File: src/rtl/lsc_pkg.sv
package lsc_pkg;
    parameter int LSC_ADDR_W = 8;
    parameter int LSC_DATA_W = 32;
    parameter int LSC_DIV_W  = 5;
    parameter int LSC_KEY_W  = 16;

    parameter logic [LSC_ADDR_W-1:0] OFS_CTRL = 8'h00;
    parameter logic [LSC_ADDR_W-1:0] OFS_DIV  = 8'h08;
    parameter logic [LSC_ADDR_W-1:0] OFS_GATE = 8'h60;

    typedef struct packed {
        logic                 sel_ext;
        logic [LSC_DIV_W-1:0] div_n;
        logic                 gate_en;
    } lsc_cfg_t;

    typedef struct packed {
        logic                 sel_prev;
        logic [LSC_DIV_W-1:0] n_prev;
        logic [LSC_DIV_W-1:0] cnt;
        logic                 tick;
        logic                 clkout;
    } lsc_div_st_t;
endpackage

File: src/rtl/lsc_regs.sv
module lsc_regs
    import lsc_pkg::*;
#(
    parameter logic [LSC_KEY_W-1:0] KEY = 16'h16AA
) (
    input  logic                  clk,
    input  logic                  rst_n,
    input  logic                  wr_en_i,
    input  logic [LSC_ADDR_W-1:0] addr_i,
    input  logic [LSC_DATA_W-1:0] wdata_i,
    output logic [LSC_DATA_W-1:0] rdata_o,
    output lsc_cfg_t              cfg_o
);
    localparam int KEY_LSB = LSC_DATA_W - LSC_KEY_W;

    lsc_cfg_t cfg_d, cfg_q;
    logic     key_ok;
    logic     wdata_unused;

    assign key_ok       = (wdata_i[LSC_DATA_W-1:KEY_LSB] == KEY);
    assign wdata_unused = ^wdata_i;

    always_comb begin
        cfg_d = cfg_q;
        if (wr_en_i) begin
            case (addr_i)
                OFS_CTRL: if (key_ok) cfg_d.sel_ext = wdata_i[0];
                OFS_DIV:  cfg_d.div_n   = wdata_i[LSC_DIV_W-1:0];
                OFS_GATE: cfg_d.gate_en = wdata_i[0];
                default:  ;
            endcase
        end
    end

    always_ff @(posedge clk or negedge rst_n) begin
        if (!rst_n) cfg_q <= '0;
        else        cfg_q <= cfg_d;
    end

    always_comb begin
        rdata_o = '0;
        case (addr_i)
            OFS_CTRL: rdata_o[0]             = cfg_q.sel_ext;
            OFS_DIV:  rdata_o[LSC_DIV_W-1:0] = cfg_q.div_n;
            OFS_GATE: rdata_o[0]             = cfg_q.gate_en;
            default:  ;
        endcase
    end

    assign cfg_o = cfg_q;


    key_guard_chk: assert property (@(posedge clk) disable iff (!rst_n)
        (wr_en_i && addr_i == OFS_CTRL && !key_ok) |=> $stable(cfg_q.sel_ext));


    unmapped_wr_chk: assert property (@(posedge clk) disable iff (!rst_n)
        (wr_en_i && addr_i != OFS_CTRL && addr_i != OFS_DIV && addr_i != OFS_GATE)
        |=> $stable(cfg_q));
endmodule

File: src/rtl/lsc_prediv.sv
module lsc_prediv #(
    parameter int PRE_DIV = 32
) (
    input  logic clk,
    input  logic rst_n,
    input  logic clr_i,
    input  logic tick_i,
    output logic tick_o
);
    generate
        if (PRE_DIV > 1) begin : g_cnt
            localparam int CW = $clog2(PRE_DIV);
            localparam logic [CW-1:0] LAST = CW'(PRE_DIV - 1);
            logic [CW-1:0] cnt_d, cnt_q;

            always_comb begin
                cnt_d = cnt_q;
                if (clr_i)       cnt_d = '0;
                else if (tick_i) cnt_d = (cnt_q == LAST) ? '0 : cnt_q + 1'b1;
            end

            always_ff @(posedge clk or negedge rst_n) begin
                if (!rst_n) cnt_q <= '0;
                else        cnt_q <= cnt_d;
            end

            assign tick_o = tick_i && !clr_i && (cnt_q == LAST);
        end else begin : g_pass
            logic unused_clk;
            assign unused_clk = clk ^ rst_n;
            assign tick_o     = tick_i && !clr_i;
        end
    endgenerate
endmodule

File: src/rtl/lsc_divider.sv
module lsc_divider
    import lsc_pkg::*;
#(
    parameter int PRE_DIV = 32
) (
    input  logic     clk,
    input  logic     rst_n,
    input  lsc_cfg_t cfg_i,
    input  logic     ext_tick_i,
    input  logic     rc_tick_i,
    output logic     tick_o,
    output logic     clkout_o
);
    lsc_div_st_t s_d, s_q;
    logic        restart;
    logic        pre_tick;

    assign restart = (cfg_i.sel_ext != s_q.sel_prev) || (cfg_i.div_n != s_q.n_prev);

    lsc_prediv #(.PRE_DIV(PRE_DIV)) u_prediv (
        .clk    (clk),
        .rst_n  (rst_n),
        .clr_i  (restart || cfg_i.sel_ext),
        .tick_i (rc_tick_i),
        .tick_o (pre_tick)
    );

    always_comb begin
        s_d          = s_q;
        s_d.sel_prev = cfg_i.sel_ext;
        s_d.n_prev   = cfg_i.div_n;
        s_d.tick     = 1'b0;
        if (restart) begin
            s_d.cnt = '0;
        end else if (cfg_i.sel_ext) begin
            s_d.cnt  = '0;
            s_d.tick = ext_tick_i;
        end else if (pre_tick) begin
            if (s_q.cnt == cfg_i.div_n) begin
                s_d.cnt  = '0;
                s_d.tick = 1'b1;
            end else begin
                s_d.cnt = s_q.cnt + 1'b1;
            end
        end
        s_d.clkout = s_d.tick && cfg_i.gate_en;
    end

    always_ff @(posedge clk or negedge rst_n) begin
        if (!rst_n) s_q <= '0;
        else        s_q <= s_d;
    end

    assign tick_o   = s_q.tick;
    assign clkout_o = s_q.clkout;


    restart_quiet_chk: assert property (@(posedge clk) disable iff (!rst_n)
        ((cfg_i.sel_ext != $past(cfg_i.sel_ext)) || (cfg_i.div_n != $past(cfg_i.div_n)))
        |=> !tick_o);


    ext_pass_chk: assert property (@(posedge clk) disable iff (!rst_n)
        (cfg_i.sel_ext && $stable(cfg_i.sel_ext) && $stable(cfg_i.div_n))
        |=> (tick_o == $past(ext_tick_i)));


    rc_idle_chk: assert property (@(posedge clk) disable iff (!rst_n)
        (!cfg_i.sel_ext && !rc_tick_i) |=> !tick_o);


    clkout_sub_chk: assert property (@(posedge clk) disable iff (!rst_n)
        clkout_o |-> tick_o);
endmodule

File: src/rtl/slowclk_sel.sv
module slowclk_sel
    import lsc_pkg::*;
#(
    parameter int                   PRE_DIV = 32,
    parameter logic [LSC_KEY_W-1:0] KEY     = 16'h16AA
) (
    input  logic                  clk,
    input  logic                  rst_n,
    input  logic                  wr_en,
    input  logic [LSC_ADDR_W-1:0] addr,
    input  logic [LSC_DATA_W-1:0] wdata,
    output logic [LSC_DATA_W-1:0] rdata,
    input  logic                  ext_tick,
    input  logic                  rc_tick,
    output logic                  slow_tick,
    output logic                  clkout_tick
);
    lsc_cfg_t cfg;

    lsc_regs #(.KEY(KEY)) u_regs (
        .clk     (clk),
        .rst_n   (rst_n),
        .wr_en_i (wr_en),
        .addr_i  (addr),
        .wdata_i (wdata),
        .rdata_o (rdata),
        .cfg_o   (cfg)
    );

    lsc_divider #(.PRE_DIV(PRE_DIV)) u_div (
        .clk        (clk),
        .rst_n      (rst_n),
        .cfg_i      (cfg),
        .ext_tick_i (ext_tick),
        .rc_tick_i  (rc_tick),
        .tick_o     (slow_tick),
        .clkout_o   (clkout_tick)
    );
endmodule

File: config.mk
export PLATFORM = sky130hd
export DESIGN_NAME = slowclk_sel
export DESIGN_NICKNAME = d
export VERILOG_FILES = /design/src/rtl/lsc_pkg.sv /design/src/rtl/lsc_regs.sv /design/src/rtl/lsc_prediv.sv /design/src/rtl/lsc_divider.sv /design/src/rtl/slowclk_sel.sv
export SDC_FILE = /design/constraint.sdc
export NUM_CORES = 1
export LEC_CHECK = 0
export BUFFER_PORTS_ARGS = -buffer_cell sky130_fd_sc_hd__buf_2
export CAP_MARGIN = 25
export CORE_MARGIN = 10
export CORE_UTILIZATION = 45
export DETAILED_ROUTE_END_ITERATION = 8
export PLACE_DENSITY = 0.88
export SYNTH_ARGS = -nofsm -noshare
export SYNTH_HDL_FRONTEND = slang
export SYNTH_SLANG_ARGS = --single-unit
File: constraint.sdc
create_clock -name clk -period 3.8 [get_ports clk]
set_input_delay 0 -clock clk [delete_from_list [all_inputs] [get_ports clk]]
set_output_delay 0 -clock clk [all_outputs]
set_load 0.02 [all_outputs]
# Yosys cells after proc, flatten, opt, wreduce, memory -nomap -nowiden
# Index checks and enable logic that the tools add are counted.
# totals
ff_bits	25
output_inout_bits	34
word_cells	41
# op_classes
n_addsub	2
eq_ne	7
muxes	11
reduce_logical	12
# op_table
operator	count
$mux 5	5
$eq 16x13->1 const B	1
$mux 6	2
$add 5x1->5 const B	2
$eq 8x4->1 const B	1
$eq 8x7->1 const B	1
$logic_not 8->1	1
$eq 5x5->1	1
$eq 5x5->1 const B	1
$ne 5x5->1	1
$mux 4	1
$reduce_and 2->1	2
$logic_and 1x1->1	3
$pmux 1 s3	1
$reduce_and 3->1	1
$reduce_bool 3->1	1
$logic_or 1x1->1	2
$mux 1	2
$reduce_bool 2->1	1
$logic_not 1->1	1
$ne 1x1->1	1

# Depth between registers and ports, before layout
# logic_depth
word_depth	10
mapped_depth	7
mapped_depth_nobuf	7

# Modules after synthesis
# From an unflattened synthesis, not the netlist that was laid out.
# unflattened
cells_unflattened	147
area_unflattened_um2	1574.0
# by_module_without_submodules
module	n_inst	cells_per_inst	area_each_um2
lsc_regs	1	67	654.4
lsc_divider	1	53	621.8
lsc_prediv	1	27	297.8

# Worst setup path before layout
# No wires, ideal clock.
# synth_timing
path_kind	flip-flop to flip-flop
start	register u_div.u_prediv.g_cnt.cnt_q[0]
end	register u_div.s_q, in the netlist u_div.clkout_o
setup_ns	0.088
t_arrival_ns	1.543
required_ns	3.712
path_slack_ns	2.169
path_stages_with_launch	8
n_path_buf	0
synth_period_minus_slack_ns	1.631
cell_sequence	dfrtp_1 ha_1 and3_1 ha_1 nand2_1 nor4_1 a21oi_1 nor3b_1
# synth_lines
element	line	text
start, declared	lsc_prediv.sv:14	logic [CW-1:0] cnt_d, cnt_q;
start signal, assigned	lsc_prediv.sv:24	else cnt_q <= cnt_d;
end signal, assigned	lsc_divider.sv:50	if (!rst_n) s_q <= '0;
end signal, assigned	lsc_divider.sv:51	else s_q <= s_d;
end, declared	lsc_divider.sv:14	lsc_div_st_t s_d, s_q;

# Worst setup path after layout
# layout_timing
start	register u_div.u_prediv.g_cnt.cnt_q[0]
end	register u_div.s_q[6] (netlist name)
# layout_between
elab_chain_cells	3
# layout_rtl
element	line	text
$eq 5x5->1	lsc_prediv.sv:27	assign tick_o = tick_i && !clr_i && (cnt_q == LAST);
$logic_and 1x1->1	lsc_prediv.sv:27	
$reduce_bool 3->1 (no line)	-	
# No other way between the ends.
# A chain may end at the register's enable or synchronous reset.

==> results.md <==
- Die area: 6178 µm²
- Startpoint types: register
- CTS tree: yes
- Clk_skew: 3.487 ps
- Fin. max-slew vios: 0
- Status: completed
- Clock Pin Slew Worst Setup and Hold Paths: 130 ps
- P&R area growth vs syn: 16.36%
- Dpl hpwl: 2566 µm
- CP arrival: 2110 ps
- Top delay family on crit path: simple AND/OR/NAND/NOR gates
- F_max: 0.5242 GHz
- Critical Setup Path Class: register to register
- Ranking of synthesized cells by area: dfrtp_1 (40%), buf_4 (13%), xor2_1 (7.4%), mux2_4 (4.9%), nor3_1 (2.6%)
- Initial DRC count: 50
- Global-route wire length before repair: 5319 µm
- Max_slew headroom: 0.6480
- Vias per cell: 4.583
- Critical path launch point: u_div.u_prediv.g_cnt.cnt_q[0]
- Syn avg cell area: 10.58 µm²
- CTS buffer count: 3
- Total Wirelength: 3096 µm
- Pwr dens: 313.9 nW/µm²
- Setup TNS: 0 ps
- VDD IR max: 0.2435 mV
- Count leader, synth: buf_4
- Hold wc startpoint: wdata[18]
- FF-to-FF Start: u_div.u_prediv.g_cnt.cnt_q[0]
- Ports: 79
- Count of final hold-check violations: 0
- Most frequent cell on the critical path: ha_1
- Worst-path fanout max: 6
- # nets final: 245
- Drc violations: 0
- Setup slack after layout: 1892 ps
- Root buffer cell: clkbuf_4
- Vias in the first global route: 1167
- Wire length per cell: 12.79 µm
- Worst-Skew Late Latency: 320 ps
- Unique masters post-synth: 36
- Asr flop ratio synth: 1.000
- Layout cells sized above 1: 0.3163
- Worst slack, placed: 1909 ps
- Seq cells post-synth: 25
- Max cap viols: 0
- Min Tclk post-route: 1908 ps
- YS warnings: 0
- Worst min path class: primary input to register
- Crit-path cells: ha_1 -> and3_1 -> ha_1 -> nand2_1 -> nor4b_2 -> nor3_1
- Via count: 1109
- Die Span X: 78.60 µm
- Post-synthesis sequential area ratio: 0.4049
- Final period util: 0.5020
- Buf+Inv Stages, Crit Path: 0
- Largest net degree at the start of global routing: 26
- Number of synthesized flops with an enable pin: 0
- Largest area contributor in the netlist: dfrtp_1
- Core area: 3337 µm²
- Global route overflow: 0
- Predominant post-synthesis flop cell: dfrtp_1
- H-tree levels: 1
- CTS Buffer Depth: 2
- Synth Instances: 146
- Drt pass-1 iters: 4
- Ant. Diodes: 0
- Top-area cell type share of the netlist area: 0.4049
- Row count: 21
- Post-route ant nets: 0
- # setup viols final: 0
- Measured slew at the worst slew-check pin: 528.0 ps
- CTS Sinks: 25
- Endpoint type of the worst setup path: register
- LEAKAGE: 0.0009981 µW
- Die Ht: 78.60 µm
- Initial antenna violation count: 0
- Synth Cell Area: 1545 µm²
- Initial core utilization: 0.4631
- Port bufs: 40
- Synth top cells by count: buf_4 (27), dfrtp_1 (25), xor2_1 (13)
- Worst EP required: 4000 ps
- RSZ-0062 raised after global routing: false
- Crit-path slowest cell: nor4b_2
- Max incr delay on CP: 500 ps
- Routability cong.: 0.7431
- Tot GR Track Use: 0.1019
## final cells by class
cell class | count | area (µm²)
fillers | 304 | 1539
well taps | 46 | 57.56
clock inverters | 1 | 7.507
repair buffers | 47 | 270.3
clock buffers | 3 | 22.52
flip-flops and latches | 25 | 625.6
inverters | 1 | 3.754
multi-input cells | 119 | 810.8
## sequential cells by signal, indices dropped and copies added, names as in the netlist
name,cells
u_div.s_q,11
u_regs.cfg_o,7
u_div.u_prediv.g_cnt.cnt_q,5
u_div.clkout_o,1
u_div.tick_o,1
## stage by stage
stage                       util  hold slack [ps]  instances  power [µW]  area (µm²)
final                     0.5388            36.18        242       564.3        1798
after global routing      0.5388            23.87        242       602.9        1798
after CTS                 0.5388            25.99        242       570.9        1798
after detailed placement  0.5088            10.83        231       446.1        1698
after global placement    0.5088            3.399        231       440.7        1698
after floorplan                -           -295.6        172       424.7        1643
## power by group
group | internal [µW] | total [µW] | switching [µW]
Sequential | 289 | 310 | 21.2
Combinational | 56.7 | 136 | 79.3
Clock | 40.3 | 118 | 78.2
## worst reg2reg max path, delay by kind of cell (launching register included)
family / cells / cell delay [ps]
adder cells (fa/ha/maj): 2 / 440
flip-flops: 1 / 420
AND/OR/NAND/NOR: 4 / 930
## placed cells by master, fill, tap and decap left out, types with 2 or more instances in the layout
master	synthesis	routed
a21oi_1	7	7
mux2_4	5	5
buf_2	0	40
clkbuf_4	0	3
mux2i_1	3	3
nor2_1	7	7
nand3b_1	2	2
nand4_1	3	3
dlygate4sd3_1	0	7
and2_2	4	4
and3_1	3	3
mux2_2	2	2
nor3_1	8	8
nor2b_1	2	2
ha_1	3	3
nand3_1	3	3
nand2b_1	2	2
nand2_1	6	6
nor4_1	2	2
xor2_1	13	13
conb_1	1	27
dfrtp_1	25	25
nor4bb_1	3	3
## cell families (layout without fill, tap and decap cells)
kind of cell,Yosys count,count (layout),share of synthesized area
flops,25,25,0.4049
simple gates,56,56,0.2405
fa+ha+maj,3,3,0.02429
other cells,1,27,0.002427
xor+xnor,13,13,0.07368
mux,10,10,0.08259
compound gates,10,10,0.03806
buf+inv,28,52,0.1336
## final timing paths
check                                                end  slack, ps  depth (start not counted)
max in group asynchronous                   u_div.s_q[6]       3280                          2
min                                      u_regs.cfg_o[6]         40                          4
max reg2reg                                 u_div.s_q[6]       1890                          6
min reg2reg                                u_div.s_q[12]        450                          0
min in group asynchronous  u_div.u_prediv.g_cnt.cnt_q[3]        170                          2
max                                         u_div.s_q[6]       1890                          6
## timing repair
| action | 4_1_cts | 5_1_grt |
|---|---|---|
| endpoints found under the hold margin | 33 | 0 |
| resized for setup | 0 | 0 |
| hold buffers | 7 | 0 |
| setup buffers | 0 | 0 |
## routing by layer
metal / track usage / wire length [µm] / up-vias
met3: 0.03303 / 193 / 5
met1: 0.1049 / 1204 / 517
li1: - / - / 558
met2: 0.1875 / 1657 / 29
met5: 0 / 0 / -
met4: 0.03763 / 40 / 0
(Power assumes the default switching activity.)
